`src/rtl/cell_rx_deframer.sv`:
```
module cell_rx_deframer #(
  parameter int DEPTH = 128
) (
  input  logic       clk,
  input  logic       rst_n,
  input  logic       in_valid,
  input  logic       in_sof,
  input  logic [7:0] in_byte,
  input  logic       rd_n,
  output logic [8:0] rd_data,
  output logic       empty_n,
  output logic       hec_err,
  output logic       ovf
);
  localparam int AW     = $clog2(DEPTH);
  localparam int CELL_B = 52;
  localparam int LAST_I = 52;

  function automatic logic [7:0] crc_step(input logic [7:0] c, input logic [7:0] d);
    logic [7:0] x;
    x = c ^ d;
    for (int b = 0; b < 8; b++) x = x[7] ? ((x << 1) ^ 8'h07) : (x << 1);
    return x;
  endfunction

  logic [8:0]    mem [DEPTH];
  logic [AW:0]   wr_base, rd_ptr;
  logic [5:0]    idx, phase;
  logic          in_cell, drop, rd_q;
  logic [7:0]    crc;
  logic          wr_en;
  logic [AW-1:0] wr_addr;

  wire [AW:0] used  = wr_base - rd_ptr;
  wire        room  = (DEPTH - int'(used)) >= CELL_B;
  wire        start = in_valid & in_sof;
  wire        cont  = in_valid & ~in_sof & in_cell;
  wire        fire  = rd_q & ~rd_n;

  assign empty_n = (wr_base != rd_ptr);

  always_comb begin
    wr_en   = 1'b0;
    wr_addr = wr_base[AW-1:0];
    if (start) begin
      wr_en = room;
    end else if (cont && !drop && idx != 6'd4) begin
      wr_en   = 1'b1;
      wr_addr = (idx < 6'd4) ? wr_base[AW-1:0] + AW'(idx)
                             : wr_base[AW-1:0] + AW'(idx - 6'd1);
    end
  end

  always_ff @(posedge clk) if (wr_en) mem[wr_addr] <= {1'b0, in_byte};

  always_ff @(posedge clk) begin
    if (!rst_n) begin
      wr_base <= '0;
      idx     <= '0;
      in_cell <= 1'b0;
      drop    <= 1'b0;
      crc     <= '0;
      hec_err <= 1'b0;
      ovf     <= 1'b0;
    end else if (start) begin
      in_cell <= 1'b1;
      idx     <= 6'd1;
      drop    <= ~room;
      crc     <= crc_step(8'h00, in_byte);
      if (!room) ovf <= 1'b1;
    end else if (cont) begin
      idx <= idx + 6'd1;
      if (idx < 6'd4) crc <= crc_step(crc, in_byte);
      if (idx == 6'd4 && in_byte != (crc ^ 8'h55)) begin
        drop    <= 1'b1;
        hec_err <= 1'b1;
      end
      if (idx == 6'(LAST_I)) begin
        in_cell <= 1'b0;
        if (!drop) wr_base <= wr_base + (AW+1)'(CELL_B);
      end
    end
  end

  always_ff @(posedge clk) begin
    if (!rst_n) begin
      rd_q    <= 1'b1;
      rd_ptr  <= '0;
      phase   <= '0;
      rd_data <= '0;
    end else begin
      rd_q <= rd_n;
      if (fire && empty_n) begin
        if (phase == 6'd0) begin
          rd_data <= 9'h100;
          phase   <= 6'd1;
        end else begin
          rd_data <= mem[rd_ptr[AW-1:0]];
          rd_ptr  <= rd_ptr + 1'b1;
          phase   <= (phase == 6'(CELL_B)) ? 6'd0 : phase + 6'd1;
        end
      end
    end
  end
endmodule

```
`config.mk`:
```
export PLATFORM = sky130hd
export DESIGN_NAME = cell_rx_deframer
export DESIGN_NICKNAME = d
export VERILOG_FILES = /design/src/rtl/cell_rx_deframer.sv
export SDC_FILE = /design/constraint.sdc
export NUM_CORES = 1
export LEC_CHECK = 0
export BUFFER_PORTS_ARGS = -buffer_cell sky130_fd_sc_hd__clkbuf_2
export CORE_ASPECT_RATIO = 2
export CORE_MARGIN = 2
export CORE_UTILIZATION = 35
export CTS_CLUSTER_SIZE = 16
export DETAILED_ROUTE_END_ITERATION = 16
export PLACE_DENSITY = 0.49
export SLEW_MARGIN = 20
export SYNTH_ARGS = -nofsm -noshare
export SYNTH_HDL_FRONTEND = slang
export SYNTH_SLANG_ARGS = --single-unit
export TNS_END_PERCENT = 50
```
`constraint.sdc`:
```
create_clock -name clk -period 8.9 [get_ports clk]
set_input_delay 1.78 -clock clk [delete_from_list [all_inputs] [get_ports clk]]
set_output_delay 1.78 -clock clk [all_outputs]
set_load 0.05 [all_outputs]
```
==> summary.md <==
| Metric | Value |
|---|---|
| HPWL after DPL | 68700 um |
| CP Max Fanout | 10 |
| Clk pin slew, worst setup/hold paths | 0.07 ns |
| Final WL | 113000 um |
| Flops & latches, synth | 1079 |
| Post-Syn Instances | 2117 |
| Synth Cell Area | 0.0435 mm^2 |
| Area delta synth->final | 12.1% |
| Top cell type's share of synthesized area | 70.6% |
| Cell Pwr Density | 206 mW/mm^2 |
| PostCTS Resize Cnt | 0 |
| Antenna Nets Post-Route | 0 |
| Period minus WS final | 4.89 ns |
| Outcome | finished, final reports clean |
| CP required | 9.22 ns |
| Root Driver | clkbuf_16 |
| Setup TNS | 0 ns |
| Hold_buf cts | 0 |
| Worst skew pair latency | 0.71 ns |
| Final worst slack | 4.01 ns |
| Layout cells sized above 1 | 25.4% |
| Worst-case register-to-register setup slack | 4.04 ns |
| Core area | 0.124 mm^2 |
| Crit share post-route | 55.0% |
| Async S/R FF share, synth | 0% |
| Max_slew headroom | 27.7% |
| Synth Flop Type | edfxtp_1 |
| Clock skew | 0.0290 ns |
| Die area | 0.127 mm^2 |
| Crit Path Class | primary input to register |
| Sequential cell area fraction in the yosys report | 73.2% |
| I/O pin count | 25 |
| Critical path destination | mem[92][3] |
| Worst Path Arrival | 5.21 ns |
| R2R cell count | 11 |
| CTS Buf Count | 101 |
| Ys Warns | 0 |
| Initial antenna violation count | 2 |
| Area leader, netlist | edfxtp_1 |
| Final Core Density | 39.4% |
| Max IR drop VDD | 0.142 mV |
| Hold Fails Final Rpt | 0 |
| Final setup viols | 0 |
| Row count | 183 |
| # port buffers | 24 |
| Largest net degree at the start of global routing | 123 |
| Clk sinks | 1079 |
| Nets@finish | 2216 |
| RSZ-0062 raised after global routing | false |
| CP Capture Type | register |
| Placed insts | 3736 |
| Post-synth EDFFs | 1024 |
| Syn nets | 2158 |
| DR vias/cell | 5.35 |
| Worst reg2reg path endpoint | mem[44][5] |
| Synth unique cells | 73 |
| Detailed-route via count | 21000 |
| Worst-Margin Slew | 1.08 ns |
| Gr usage total | 17.9% |
| Global placer's final weighted congestion | 0.764 |
| Die height | 503 um |
| Critical R2R Launch | wr_base[4] |
| Number of global-route vias before repair | 21200 |
| DRT iter0 DRCs | 2148 |
| Fin cells | 3927 |
| Post-CTS repair timing setup buffer count | 0 |
| Drt wl/cell | 28.7 um |
| Avg Cell Area, Syn | 20.6 um^2 |
| Grt ovf | 0 |
| Min-delay worst type | register to register |
| Max Cap Violations | 0 |
| # DRC | 0 |
| CP Launch Point | in_valid |
| Top cells by area, synth | edfxtp_1, mux4_2, dfxtp_1, nor2_1, xnor2_1 |
| Final Max Tran Viols | 0 |
| Max frequency | 204 MHz |
| CTS tree | done |
| DR pass1 iterations | 5 |
| Setup WS pre-CTS | 3.35 ns |
| Leakage | 14.4 nW |
| Startpoint types | primary input |
| Wire length of the first global-routing pass | 162000 um |
| H-tree depth | 3 |
| Initial Util | 35.1% |
| Die span in x | 253 um |
| Maximum clock path buffer count | 3 |
synthesized netlist by cell type (6+ instances only):
master	count
buf_2	26
and2_1	17
xnor2_1	38
buf_4	7
buf_1	15
nor4_1	9
buf_6	6
dfxtp_1	55
nor2b_1	17
mux4_2	328
edfxtp_1	1024
o22a_1	7
mux2i_1	22
nor3_1	12
a21oi_1	53
inv_1	30
clkbuf_1	52
nand4_1	8
o211ai_1	6
xor2_1	16
nand3_1	31
a31oi_1	10
nor2_1	127
o21ai_0	21
nand2_1	47
ha_1	26
nand2b_1	12
flip-flops by register name, summed over array words and instances, names as in the netlist, named ones only:
| signal | count |
|---|---|
| rd_data | 9 |
| rd_ptr | 8 |
| idx | 6 |
| hec_err | 1 |
| phase | 6 |
| crc | 8 |
| wr_base | 6 |
| rd_q | 1 |
| drop | 1 |
| ovf | 1 |
| mem | 1024 |
| in_cell | 1 |
stage by stage:
step	hold WS, ns	power (mW)	cell area (um^2)
floorplan	0.471	5.76	43500
global placement	0.452	5.90	45600
detailed placement	0.459	5.90	45600
CTS	0.471	10.1	48800
global route	0.499	10.3	48800
finish	0.470	10.0	48800
layout make-up:
type	count	area, um^2
timing repair buffer	62	450
sequential	1079	31900
fill	11000	75100
clock inverter	68	586
antenna	2	5.00
multi-input combinational	901	11100
tap	1665	2080
clock buffer	120	2620
inverter	30	113
cells in the final DEF, fill, tap and decap left out, types with 31 or more instances in the layout:
cell type,count
xnor2_1,38
buf_4,44
nor2_1,127
mux4_2,328
nand2_1,47
a21oi_1,53
clkbuf_16,102
dfxtp_1,51
nand3_1,31
edfxtp_1,1024
worst max-delay path: stages:
cell	delay (ns)
clkbuf_2	0.13
nand2_1	0.09
or2_0	0.33
or3_1	0.54
o31ai_1	0.93
nand3_1	0.56
a21oi_1	0.83
logic make-up after synthesis:
group,after synthesis,share of synthesized area (%)
AOI/OAI and AO/OA,149,2.26
DFF,1079,73.2
and+or+nand+nor,315,3.58
adders and majority gates,28,0.839
muxes,353,17.6
buffers and inverters,137,1.42
xor gates and xnor gates,56,1.19
routing by layer:
layer	GRT usage, %	vias up	share of wire, %
met3	2.75	136	5.9
met5	0	-	0
met2	27.1	732	46
met4	5.73	0	2.7
li1	-	8875	-
met1	26.6	11300	45
worst min-delay path by stage:
stage | startpoint | endpoint | slack, ns | cells past startpoint
after detailed placement | hec_err | hec_err | 0.46 | 1
after global routing | ovf | ovf | 0.50 | 2
after floorplan | phase[5] | phase[5] | 0.47 | 2
final | ovf | ovf | 0.47 | 2
after global placement | ovf | ovf | 0.45 | 2
after CTS | ovf | ovf | 0.47 | 2
power breakdown:
part	internal, mW	total [mW]	switching (mW)	leakage, nW
sequential	5.56	5.57	0.0121	9.65
combinational	0.0532	0.219	0.165	3.21
clock	2.30	4.25	1.95	1.52
Power figures use the tool's default switching activity.
